==> src/rtl/ramload_pkg.sv <==
`timescale 1ns/1ps
package ramload_pkg;

    localparam logic [7:0] ACK_OK    = 8'h10;
    localparam logic [7:0] ACK_SUM   = 8'h11;
    localparam logic [7:0] ACK_RXERR = 8'h18;

    typedef enum logic [2:0] {
        ST_CMD_WAIT,
        ST_HEADER,
        ST_HDR_ACK,
        ST_PAYLOAD,
        ST_PAY_SUM,
        ST_FIN_ACK
    } ld_state_e;

endpackage

==> src/rtl/ramload_sum.sv <==
`timescale 1ns/1ps
// Running zero-sum and sticky receive-error tracker for one phase.
module ramload_sum (
    input  logic       clk,
    input  logic       rst_n,
    input  logic       clr,
    input  logic       take,
    input  logic [7:0] din,
    input  logic       din_err,
    input  logic       ign_err,
    output logic       zero_nx,
    output logic       err_nx
);
    logic [7:0] sum_q;
    logic       err_q;
    logic [7:0] sum_nx;

    assign sum_nx  = sum_q + din;
    assign zero_nx = (sum_nx == 8'h00);
    assign err_nx  = err_q | (din_err & ~ign_err);

    always_ff @(posedge clk or negedge rst_n) begin
        if (!rst_n) begin
            sum_q <= '0;
            err_q <= 1'b0;
        end else if (clr) begin
            sum_q <= '0;
            err_q <= 1'b0;
        end else if (take) begin
            sum_q <= sum_nx;
            err_q <= err_nx;
        end
    end
endmodule

==> src/rtl/ramload_window.sv <==
`timescale 1ns/1ps
// Checks that [addr, addr+cnt-1] lies inside [LO, HI].
module ramload_window #(
    parameter int unsigned ADDR_W = 32,
    parameter int unsigned CNT_W  = 16,
    parameter logic [ADDR_W-1:0] LO = '0,
    parameter logic [ADDR_W-1:0] HI = '1
) (
    input  logic [ADDR_W-1:0] addr,
    input  logic [CNT_W-1:0]  cnt,
    output logic              ok
);
    logic [ADDR_W:0] last;

    assign last = {1'b0, addr} + (ADDR_W+1)'(cnt) - (ADDR_W+1)'(1);
    assign ok   = (addr >= LO) && (last <= {1'b0, HI});
endmodule

==> src/rtl/ramload_engine.sv <==
`timescale 1ns/1ps
module ramload_engine
    import ramload_pkg::*;
#(
    parameter int unsigned ADDR_BYTES = 4,
    parameter int unsigned CNT_BYTES  = 2,
    parameter logic [8*ADDR_BYTES-1:0] LOAD_BASE = 'h2000_0400,
    parameter logic [8*ADDR_BYTES-1:0] RAM_LAST  = 'h2000_FFFF
) (
    input  logic                    clk,
    input  logic                    rst_n,
    input  logic                    start,
    input  logic                    sync_mode,
    input  logic                    rx_valid,
    output logic                    rx_ready,
    input  logic [7:0]              rx_data,
    input  logic                    rx_err,
    output logic                    tx_valid,
    input  logic                    tx_ready,
    output logic [7:0]              tx_data,
    output logic                    ram_we,
    output logic [8*ADDR_BYTES-1:0] ram_addr,
    output logic [7:0]              ram_wdata,
    output logic                    done
);
    localparam int unsigned ADDR_W  = 8*ADDR_BYTES;
    localparam int unsigned CNT_W   = 8*CNT_BYTES;
    localparam int unsigned HDR_LEN = ADDR_BYTES + CNT_BYTES + 1;
    localparam int unsigned IDX_W   = $clog2(HDR_LEN);
    localparam logic [IDX_W-1:0] IDX_LAST     = IDX_W'(HDR_LEN - 1);
    localparam logic [IDX_W-1:0] IDX_ADDR_END = IDX_W'(ADDR_BYTES);
    localparam logic [IDX_W-1:0] IDX_CNT_END  = IDX_W'(ADDR_BYTES + CNT_BYTES);

    ld_state_e         state_q, state_d;
    logic [IDX_W-1:0]  hdr_idx_q;
    logic [ADDR_W-1:0] addr_q;
    logic [CNT_W-1:0]  cnt_q;
    logic [CNT_W-1:0]  left_q;
    logic [7:0]        ack_q;
    logic              done_q;

    logic       rx_fire, tx_fire, hdr_last;
    logic       sum_clr, zero_nx, err_nx, win_ok;
    logic [7:0] hdr_code, pay_code;

    assign rx_fire  = rx_valid & rx_ready;
    assign tx_fire  = tx_valid & tx_ready;
    assign hdr_last = (state_q == ST_HEADER) && (hdr_idx_q == IDX_LAST);
    assign sum_clr  = (state_q == ST_CMD_WAIT) || (state_q == ST_HDR_ACK);

    ramload_sum u_sum (
        .clk     (clk),
        .rst_n   (rst_n),
        .clr     (sum_clr),
        .take    (rx_fire),
        .din     (rx_data),
        .din_err (rx_err),
        .ign_err (sync_mode),
        .zero_nx (zero_nx),
        .err_nx  (err_nx)
    );

    ramload_window #(
        .ADDR_W (ADDR_W),
        .CNT_W  (CNT_W),
        .LO     (LOAD_BASE),
        .HI     (RAM_LAST)
    ) u_window (
        .addr (addr_q),
        .cnt  (cnt_q),
        .ok   (win_ok)
    );

    // Receive error outranks checksum, count and window failures.
    always_comb begin
        if (err_nx)
            hdr_code = ACK_RXERR;
        else if (!zero_nx || (cnt_q == '0) || !win_ok)
            hdr_code = ACK_SUM;
        else
            hdr_code = ACK_OK;

        if (err_nx)
            pay_code = ACK_RXERR;
        else if (!zero_nx)
            pay_code = ACK_SUM;
        else
            pay_code = ACK_OK;
    end

    // Next-state logic
    always_comb begin
        state_d = state_q;
        unique case (state_q)
            ST_CMD_WAIT: if (start) state_d = ST_HEADER;
            ST_HEADER:   if (rx_fire && hdr_last) state_d = ST_HDR_ACK;
            ST_HDR_ACK:  if (tx_fire) state_d = (ack_q == ACK_OK) ? ST_PAYLOAD : ST_CMD_WAIT;
            ST_PAYLOAD:  if (rx_fire && (left_q == CNT_W'(1))) state_d = ST_PAY_SUM;
            ST_PAY_SUM:  if (rx_fire) state_d = ST_FIN_ACK;
            ST_FIN_ACK:  if (tx_fire) state_d = ST_CMD_WAIT;
            default:     state_d = ST_CMD_WAIT;
        endcase
    end

    // State register
    always_ff @(posedge clk or negedge rst_n) begin
        if (!rst_n) state_q <= ST_CMD_WAIT;
        else        state_q <= state_d;
    end

    // Header capture, address walk and acknowledge registers
    always_ff @(posedge clk or negedge rst_n) begin
        if (!rst_n) begin
            hdr_idx_q <= '0;
            addr_q    <= '0;
            cnt_q     <= '0;
            left_q    <= '0;
            ack_q     <= '0;
            done_q    <= 1'b0;
        end else begin
            done_q <= (state_q == ST_FIN_ACK) && tx_fire && (ack_q == ACK_OK);
            unique case (state_q)
                ST_CMD_WAIT: hdr_idx_q <= '0;
                ST_HEADER: if (rx_fire) begin
                    hdr_idx_q <= hdr_idx_q + IDX_W'(1);
                    if (hdr_idx_q < IDX_ADDR_END)
                        addr_q <= (addr_q << 8) | ADDR_W'(rx_data);
                    else if (hdr_idx_q < IDX_CNT_END)
                        cnt_q <= (cnt_q << 8) | CNT_W'(rx_data);
                    if (hdr_last)
                        ack_q <= hdr_code;
                end
                ST_HDR_ACK: if (tx_fire) left_q <= cnt_q;
                ST_PAYLOAD: if (rx_fire) begin
                    addr_q <= addr_q + ADDR_W'(1);
                    left_q <= left_q - CNT_W'(1);
                end
                ST_PAY_SUM: if (rx_fire) ack_q <= pay_code;
                ST_FIN_ACK: ;
                default: ;
            endcase
        end
    end

    // Outputs
    always_comb begin
        rx_ready  = (state_q == ST_HEADER) || (state_q == ST_PAYLOAD) ||
                    (state_q == ST_PAY_SUM);
        tx_valid  = (state_q == ST_HDR_ACK) || (state_q == ST_FIN_ACK);
        tx_data   = ack_q;
        ram_we    = (state_q == ST_PAYLOAD) && rx_valid;
        ram_addr  = addr_q;
        ram_wdata = rx_data;
        done      = done_q;
    end
endmodule

==> config.mk <==
export PLATFORM = sky130hd
export DESIGN_NAME = ramload_engine
export DESIGN_NICKNAME = d
export VERILOG_FILES = /design/src/rtl/ramload_pkg.sv /design/src/rtl/ramload_sum.sv /design/src/rtl/ramload_window.sv /design/src/rtl/ramload_engine.sv
export SDC_FILE = /design/constraint.sdc
export NUM_CORES = 1
export LEC_CHECK = 0
export BUFFER_PORTS_ARGS = -buffer_cell sky130_fd_sc_hd__buf_2
export CORE_MARGIN = 5
export CORE_UTILIZATION = 25
export CTS_CLUSTER_SIZE = 16
export DETAILED_ROUTE_END_ITERATION = 8
export SETUP_SLACK_MARGIN = 0.05
export SYNTH_ARGS = -nofsm -noshare
export SYNTH_HDL_FRONTEND = slang
export SYNTH_SLANG_ARGS = --single-unit
export TNS_END_PERCENT = 10
==> constraint.sdc <==
create_clock -name clk -period 3.9 [get_ports clk]
set_input_delay 0.78 -clock clk [delete_from_list [all_inputs] [get_ports clk]]
set_output_delay 0.78 -clock clk [all_outputs]
set_load 0.005 [all_outputs]
---- Word level (Yosys, flattened, before mapping) ----
Index checks and enable logic that the tools add are counted.
cells by class
  add/sub/neg operators ................... 6
  $lt $le $gt $ge ......................... 4
  equality and inequality tests ........... 18
  mux-type cells .......................... 29
  bitwise logic cells ..................... 8
  reduce and logical (&&, ||, !) cells .... 29
operators with widths
  operator                                                          count
  two-way mux 32 bit                                                3
  case mux 32 bit (2 select lines)                                  1
  two-way mux 8 bit                                                 7
  adder 32 x 16 -> 33 bit                                           1
  less-or-equal comparator 33 x 30 -> 1 bit, second input constant  1
  subtractor 33 x 1 -> 33 bit, second input constant                1
  adder 32 x 1 -> 32 bit, second input constant                     1
  >= comparator 32 x 30 -> 1 bit, second input constant             1
  two-way mux 16 bit                                                2
  bitwise OR 32 x 8 -> 32 bit                                       1
  case mux 16 bit (2 select lines)                                  1
  two-way mux 3 bit                                                 7
  case mux 3 bit (6 select lines)                                   1
  == test 16 x 1 -> 1 bit, second input constant                    1
  zero test 16 bit                                                  1
  inequality test 2 bit, second input constant                      8
  bitwise OR 16 x 8 -> 16 bit                                       1
  case mux 8 bit (2 select lines)                                   1
  subtractor 16 x 1 -> 16 bit, second input constant                1
  AND reduction 4 bit                                               3
  nonzero test 2 bit                                                5
  == test 3 bit, second input constant                              3
  adder 8 bit                                                       1
  == test 8 x 5 -> 1 bit, second input constant                     1
  other kinds (19)                                                  40
word-level totals
  flip-flop bits (word level) ............. 88
  input port bits ......................... 15
  output and inout port bits .............. 52
  word-level logic and storage cells ...... 103

---- Longest topological paths before layout ----
Gate-level depths: netlist of the first run.
  depth in word-level cells ............... 11
  depth in mapped cells ................... 15
  mapped depth without buffers ............ 15

---- Modules after synthesis ----
A second synthesis of the first run with hierarchy kept.
unflattened totals
  cell total of the unflattened synthesis .. 927
  area total of the unflattened synthesis .. 7463.4 um^2
modules (own cells, without submodules)
  module          instances  cells an instance  area an instance (um^2)  seq. area each (um^2)
  ramload_engine  1          506                4389.2                   1851.8
  ramload_window  1          345                2367.3                   0.0
  ramload_sum     1          76                 706.9                    225.2

---- Worst setup path after synthesis of the first run ----
OpenSTA, ideal clock, no wires.
  path type ............................... input to register
  start ................................... input port rx_data[0]
  end ..................................... register ack_q[0] (netlist: tx_data[0])
  setup time .............................. 131 ps
  arrival time ............................ 3217 ps
  required time ........................... 3769 ps
  setup slack ............................. 552 ps
  stages .................................. 11
  path buffers ............................ 0
  cell sequence ........................... ha_1 fa_1 a21oi_1 o21ai_0 a311o_1 a2111oi_0 a41oi_1 nor4_1 o311a_1 o311a_1 a31oi_1
between the ends
  word-level cells in the longest chain between the ends .. 10
  elaborated cells between the ends (all ways) .. 13
  those cells by class .................... 1 x add/sub; 8 x mux; 4 x reduce/logical
ends and longest elaborated chain
  element                            line                   source
  from (decl)                        ramload_engine.sv:16   input logic [7:0] rx_data,
  adder 8 bit *                      ramload_sum.sv:18      assign sum_nx = sum_q + din;
  zero test 8 bit *                  ramload_sum.sv:19      assign zero_nx = (sum_nx == 8'h00);
  zero test 1 bit                    -
  logical OR 1 bit (2 in series)     ramload_engine.sv:78   else if (!zero_nx || (cnt_q == '0) || !win_ok)
  two-way mux 1 bit                  ramload_engine.sv:78
  two-way mux 8 bit                  ramload_engine.sv:76   if (err_nx)
  two-way mux 8 bit                  ramload_engine.sv:130  if (hdr_last)
  two-way mux 8 bit                  ramload_engine.sv:124  ST_HEADER: if (rx_fire) begin
  case mux 8 bit (2 select lines) *  ramload_engine.sv:122  unique case (state_q)
  to (signal assigned)               ramload_engine.sv:131  ack_q <= hdr_code;
  to (signal assigned)               ramload_engine.sv:138  ST_PAY_SUM: if (rx_fire) ack_q <= pay_code;
  to (decl)                          ramload_engine.sv:39   logic [7:0] ack_q;
Mark *: on every way between the ends. The rest lies on a longest branch, timed or not. The select of a mux whose other input is x is not followed.
A chain may end at the register's enable or synchronous reset.

---- Worst setup path in the final report of the first run ----
  start ................................... register addr_q[1] (netlist: ram_addr[1])
  end ..................................... register ack_q[0] (netlist: tx_data[0])
between the ends
  word-level cells in the longest chain between the ends .. 11
  elaborated cells between the ends (all ways) .. 12
  those cells by class .................... 2 x add/sub; 2 x order compare; 5 x mux; 3 x reduce/logical
ends and longest elaborated chain
  element                                    line                   source
  from (decl)                                ramload_engine.sv:36   logic [ADDR_W-1:0] addr_q;
  from (signal assigned)                     ramload_engine.sv:127  addr_q <= (addr_q << 8) | ADDR_W'(rx_data);
  from (signal assigned)                     ramload_engine.sv:135  addr_q <= addr_q + ADDR_W'(1);
  adder 32 x 16 -> 33 bit                    ramload_window.sv:15   assign last = {1'b0, addr} + (ADDR_W+1)'(cnt) - (ADDR_W+1)'(1);
  subtractor 33 x 1 -> 33 bit                ramload_window.sv:15
  less-or-equal comparator 33 x 30 -> 1 bit  ramload_window.sv:16   assign ok = (addr >= LO) && (last <= {1'b0, HI});
  logical AND 1 bit *                        ramload_window.sv:16
  zero test 1 bit *                          ramload_engine.sv:78
  logical OR 1 bit *                         ramload_engine.sv:78
  two-way mux 1 bit *                        ramload_engine.sv:78
  two-way mux 8 bit *                        ramload_engine.sv:76
  two-way mux 8 bit *                        ramload_engine.sv:130
  two-way mux 8 bit *                        ramload_engine.sv:124
  case mux 8 bit (2 select lines) *          ramload_engine.sv:122
Marked as above.

==> out/summary.txt, run 1 <==
run status: finished clean
FP Rows: 63
cell types with the highest counts after synthesis: inv_1, o21ai_0, dfrtp_1
IR drop worst, VDD: 247 µV
post-synthesis cell count: 936
number of nets with antenna violations after detailed routing: 0
vertical die dimension: 182 µm
number of cells on the critical path: 15
Slew @ Worst Pin: 969 ps
critical path buffer and inverter count: 3
R2R cell count: 15
port bufs: 61
total half-perimeter wirelength after legalization and detailed placement: 17200 µm
via total after detailed routing: 7158
global-route usage over all layers: 13.4%
portion of the post-synthesis area used by sequential elements: 28.1%
starting density of the core: 25.1%
type of destination of the critical path: register
source-to-sink clock delay at the later pin of the worst-skew pair: 350 ps
reported leakage power: 0.00383 µW
Highest Clock Rate: 273 MHz
number of enable-type register cells in the synthesized netlist: 0
class of the most critical hold timing path: input port to async pin
cell area after synthesis: 0.00739 mm²
RSZ-0062 raised after global routing: no
CP delay by family, top: compound AO/OA/AOI/OAI gates
FFs w/ async S/R, synth: 100%
number of buffers between clock root and the deepest sink: 2
Crit Path Max Fanout: 4
crit path time final: 3660 ps
nature of the critical path startpoint: register
vias in the first global route: 6693
I/O Pins: 67
first-pass GRT wire length: 36200 µm
Yosys warning count: 0
Yosys top cell area share: 28.1%
WP data arrival: 3880 ps
average wire per cell in the routed design: 16.4 µm
Total Wirelength: 22800 µm
kind of critical path: register to register
initial antenna violation count: 1
worst setup slack for register-to-register paths: 240 ps
relative slew slack: 35.2%
Die Footprint: 0.0331 mm²
leading cell type by number of instances after synthesis: inv_1
clock skew: 7.22 ps
global route total overflow: 0
slowest library cell on the worst path: or4_1
maximum number of pins on one net before global-route repair: 51
Inserted Diodes: 0
Seq cells post-synth: 83
drt via density: 5.14
unique cell type count in the Yosys netlist: 82
clock sink total: 83
post-CTS clock slew at the launch and capture registers of the worst setup and hold paths: 60 ps
power density over the cells: 886 mW/mm²
Final #Nets: 1096
Cell Count Post-Placement: 1376
number of design rule violations left after detail routing: 0
share of cells above drive strength 1: 15.2%
core area: 0.0294 mm²
clock buffers created by TritonCTS: 9
Mapped Avg Cell Area: 7.90 µm²
most used flip-flop cell after synthesis: dfrtp_1
delay contributed by the slowest stage of the critical path: 540 ps
Pre-Repair DR Iteration Count: 5
final worst path period share: 93.8%
overall power consumption: 7600 µW
Final Hold Fails: 0
drt first-iter violations: 491
buffer type at the clock tree root: clkbuf_16
number of buffers inserted to repair setup after CTS: 0
final standard cell utilization of the core: 29.2%
count of maximum capacitance violations: 0
Most Frequent Cell on Critical Path: inv_1
number of levels the H-tree was split into: 3
leading cell types by total area after synthesis: dfrtp_1, ha_1, o21ai_0
count of non-filler cells in the finished layout: 1392
chain of cells forming the critical path: inv_1 > ha_1 > inv_1 > ha_1 > inv_1 > fa_1 > nand2b_1 > a21oi_2 > o2111ai_4 > a311oi_2 > o21a_2 > o2111ai_1 > or4_1 > o31ai_4 > a31oi_1
worst path required time: 4120 ps
largest area contributor in the synthesized netlist: dfrtp_1
synthesis-to-layout area growth: 16.1%
width of the chip: 182 µm
TritonCTS clock tree: yes
final weighted congestion in routability-driven placement: 0.834
number of slew-limit violations in the final report: 0
final setup violation count: 0
-- report_power, final --
part / internal, µW / switching (µW) / total [µW]
Sequential: 1170 / 350 / 1520
Combinational: 2040 / 3140 / 5170
Clock: 547 / 363 / 909
Total: 3750 / 3850 / 7600
-- per-layer routing --
metal	up-vias	wire [µm]	track usage, %
met3	20	1550	3.55
met1	3451	10600	18.4
met4	2	273	2.46
met5	-	7	0
li1	3488	-	-
met2	197	10400	21.4
-- state kept, by name, summed over array words and instances (netlist names), 3 cells and up --
signal / flops
cnt_q: 16
hdr_idx_q: 3
left_q: 16
ram_addr: 32
state_q: 3
tx_data: 3
u_sum.sum_q: 8
-- placed cells by master (no fill, tap or decap), drive strengths merged, types with 9 or more instances in the layout --
cell type   n
inv        99
o21ai      99
buf        95
dfrtp      83
ha         82
a21oi      81
nor2       70
nand2      65
nand3      48
nor3       24
a22oi      19
nor2b      16
nand2b     14
clkbuf     12
a211oi     11
a31oi      11
nor4       10
nand4      10
and3        9
-- stage by stage --
step	setup WS, ps	area (µm²)	hold slack (ps)	setup TNS (ps)
after floorplan	552	7410	449	0
final	242	8580	375	0
after global placement	-31.3	8240	465	-31.3
after CTS	122	8550	386	0
after global routing	51.3	8580	410	0
after detailed placement	44.3	8240	466	0
-- path summary, 6_finish.rpt --
path                             startpoint             end
worst max-delay path            ram_addr[1]      tx_data[0]
worst min-delay path                  rst_n  u_sum.sum_q[1]
worst max register to register  ram_addr[1]      tx_data[0]
worst min register to register    left_q[5]       left_q[5]
max in group asynchronous             rst_n    ram_addr[21]
min in group clk                  left_q[5]       left_q[5]
-- timing repair --
action,4_1_cts,5_1_grt
hold buffers,0,0
gates resized for setup,0,4
endpoints found under the setup margin,0,1
-- final cells by class --
cell class | instances | area (µm²)
multi-input combinational | 709 | 4750
fill | 3130 | 20800
clock buffer | 12 | 267
timing repair buffer | 95 | 576
sequential | 83 | 2080
clock inverter | 4 | 47.5
tap | 390 | 488
inverter | 99 | 372
-- logic make-up after synthesis --
logic type | synth area share (%)
compound gates | 25.3
mux | 2.03
flops | 28.1
buf+inv | 8.33
other cells | 0.0507
xor+xnor | 0.592
fa+ha+maj | 14.4
simple gates | 21.2
Power figures use the tool's default switching activity.
==> run 2: changes to the inputs <==
CELL_PAD_IN_SITES_DETAIL_PLACEMENT = 1   (was unset)
CELL_PAD_IN_SITES_GLOBAL_PLACEMENT = 1   (was unset)
PLACE_DENSITY_LB_ADDON = 0.1   (was unset)
==> run 2 against run 1 <==
  * Combinational power grew 2%
  * Critical path depth unchanged
  * Utilization grew 0.37 points
  * Clock skew up 3.1 ps
  * Critical endpoint unchanged
==> out/summary.txt, run 2 (synthesized netlist as in run 1, its figures left out) <==
run status: finished clean
overall power consumption: 7830 µW (+3.1%)
drt first-iter violations: 333 (-32%)
RSZ-0062 raised after global routing: no
crit path time final: 3600 ps (-60.7 ps)
worst slack after detailed placement: 5.51 ps (-38.8 ps)
buffer type at the clock tree root: clkbuf_16
R2R cell count: 15 (unchanged)
class of the most critical hold timing path: input port to async pin
maximum number of pins on one net before global-route repair: 48 (-5.9%)
type of destination of the critical path: register
post-CTS clock slew at the launch and capture registers of the worst setup and hold paths: 80 ps (+20 ps)
max FFs per register: 32 (unchanged)
Slew @ Worst Pin: 721 ps (-248 ps)
nature of the critical path startpoint: register
global-route usage over all layers: 16.7% (+3.3 points)
WP data arrival: 3830 ps (-50 ps)
total half-perimeter wirelength after legalization and detailed placement: 21100 µm (+23%)
number of buffers between clock root and the deepest sink: 2 (unchanged)
startpoint of the worst-slack reg-to-reg timing path: cnt_q[1]
core area: 0.0294 mm² (unchanged)
worst path required time: 4140 ps (+20 ps)
synthesis-to-layout area growth: 17.5%
average wire per cell in the routed design: 19.5 µm (+19%)
global route total overflow: 0 (unchanged)
number of cells on the critical path: 15 (unchanged)
vertical die dimension: 182 µm (unchanged)
Highest Clock Rate: 278 MHz (+1.7%)
source-to-sink clock delay at the later pin of the worst-skew pair: 360 ps (about the same)
final weighted congestion in routability-driven placement: 0.776 (-7.0%)
kind of critical path: register to register
summed negative setup slack over all endpoints: 0 ps (unchanged)
starting density of the core: 25.1% (unchanged)
Final #Nets: 1110 (+1.3%)
FP Rows: 63 (unchanged)
number of design rule violations left after detail routing: 0 (unchanged)
share of cells above drive strength 1: 16.4% (+1.3 points)
count of maximum capacitance violations: 0 (unchanged)
top library cells by usage in the layout, fill and taps aside: inv_1, o21ai_0, dfrtp_1, ha_1, a21oi_1
Crit Path Max Fanout: 4 (unchanged)
clock sink total: 83 (unchanged)
number of levels the H-tree was split into: 3 (unchanged)
Final Hold Fails: 0 (unchanged)
drt via density: 5.04 (-2.1%)
Die Footprint: 0.0331 mm² (unchanged)
Pre-Repair DR Iteration Count: 5 (unchanged)
I/O Pins: 67 (unchanged)
vias in the first global route: 7491 (+12%)
worst setup slack for register-to-register paths: 300 ps (+60 ps)
final setup violation count: 0 (unchanged)
commonest non-fill, non-tap cell in the layout: inv_1
Worst R2R End: tx_data[0]
TritonCTS clock tree: yes
port bufs: 61 (unchanged)
number of filler instances in the final layout: 3561 (+14%)
Total Wirelength: 27400 µm (+20%)
reported leakage power: 0.00391 µW (+2.1%)
critical path buffer and inverter count: 3 (unchanged)
initial antenna violation count: 0 (-1)
slowest library cell on the worst path: or4_1
first-pass GRT wire length: 43900 µm (+21%)
number of nets with antenna violations after detailed routing: 0 (unchanged)
number of buffers added to fix hold violations after cts: 0 (unchanged)
via total after detailed routing: 7081 (-1.1%)
width of the chip: 182 µm (unchanged)
delay contributed by the slowest stage of the critical path: 500 ps (-40 ps)
relative slew slack: 51.7% (+17 points)
minimum setup slack in the final design: 303 ps (+60.7 ps)
tightest hold margin: 413 ps (+37.7 ps)
chain of cells forming the critical path: inv_1 > ha_1 > inv_1 > ha_1 > inv_1 > fa_1 > nand2b_1 > a21oi_2 > o2111ai_2 > a311oi_2 > o21a_2 > o2111ai_1 > or4_1 > o31ai_2 > a31oi_1
Inserted Diodes: 0 (unchanged)
power density over the cells: 902 mW/mm² (+1.8%)
clock skew: 10.3 ps (+3.06 ps)
IR drop worst, VDD: 234 µV (-5.0%)
final worst path period share: 92.2% (-1.6 points)
Most Frequent Cell on Critical Path: inv_1
clock buffers created by TritonCTS: 9 (unchanged)
CP delay by family, top: compound AO/OA/AOI/OAI gates
number of slew-limit violations in the final report: 0 (unchanged)
-- run 2: cell types whose count changed in the layout (fill, tap and decap cells not counted), moves of 2 or more --
cell / delta
buf_4: +14
inv_6: +3
clkinv_2: -2
clkbuf_8: -3
-- run 2: worst reg2reg max path: stages, from the launching register on --
cell and delay (ps):
dfrtp_1 420, inv_1 80, ha_1 270, inv_1 60, ha_1 170, inv_1 60, fa_1 360, nand2b_1 160
a21oi_2 210, o2111ai_2 210, a311oi_2 360, o21a_2 180, o2111ai_1 110, or4_1 500, o31ai_2 220, a31oi_1 110
-- run 2: report_power, final --
part | total, µW | leakage (µW) | internal [µW] | switching, µW
clock | 1040 | 0.000163 | 577 | 463
combinational | 5290 | 0.00273 | 2070 | 3220
sequential | 1510 | 0.00102 | 1170 | 340
total | 7830 | 0.00391 | 3810 | 4020
-- run 2: worst max-delay path by stage --
stage,start,end,slack (ps)
after floorplan,rx_data[0],tx_data[0],550
after global placement,rx_data[0],tx_data[0],2
after detailed placement,rx_data[0],tx_data[0],6
after CTS,cnt_q[1],tx_data[0],170
after global routing,cnt_q[1],tx_data[0],50
final,cnt_q[1],tx_data[0],300
-- run 2: stage by stage --
stage	area, µm²	std cells	utilization [%]
finish	8690	1406	29.6
global route	8690	1406	29.6
CTS	8670	1405	29.5
detailed placement	8340	1389	28.4
global placement	8340	1389	28.4
floorplan	7410	940	-
-- run 2: final cells by class --
cell class                      count  area [µm²]  share of cell area [%]
Clock buffer                        9         225                    2.59
Clock inverter                      7         106                    1.22
Inverter                           99         372                    4.28
Multi-Input combinational cell    709        4740                    54.6
Sequential cell                    83        2080                    23.9
Tap cell                          390         488                    5.62
Timing Repair Buffer              109         681                    7.83
-- run 2: what timing repair did --
action                     4_1_cts  5_1_grt
hold endpoints to repair         0        0
gates resized for setup          0        4
setup buffers                    0        1
setup endpoints to repair        0        1
-- run 2: layer usage --
metal | share of wire [%] | up-vias | track usage (%)
li1 | - | 3490 | -
met1 | 51 | 3491 | 23.5
met2 | 46 | 82 | 27.7
met3 | 2.3 | 18 | 1.72
met4 | 1.1 | 0 | 3.54
met5 | 0 | - | 0
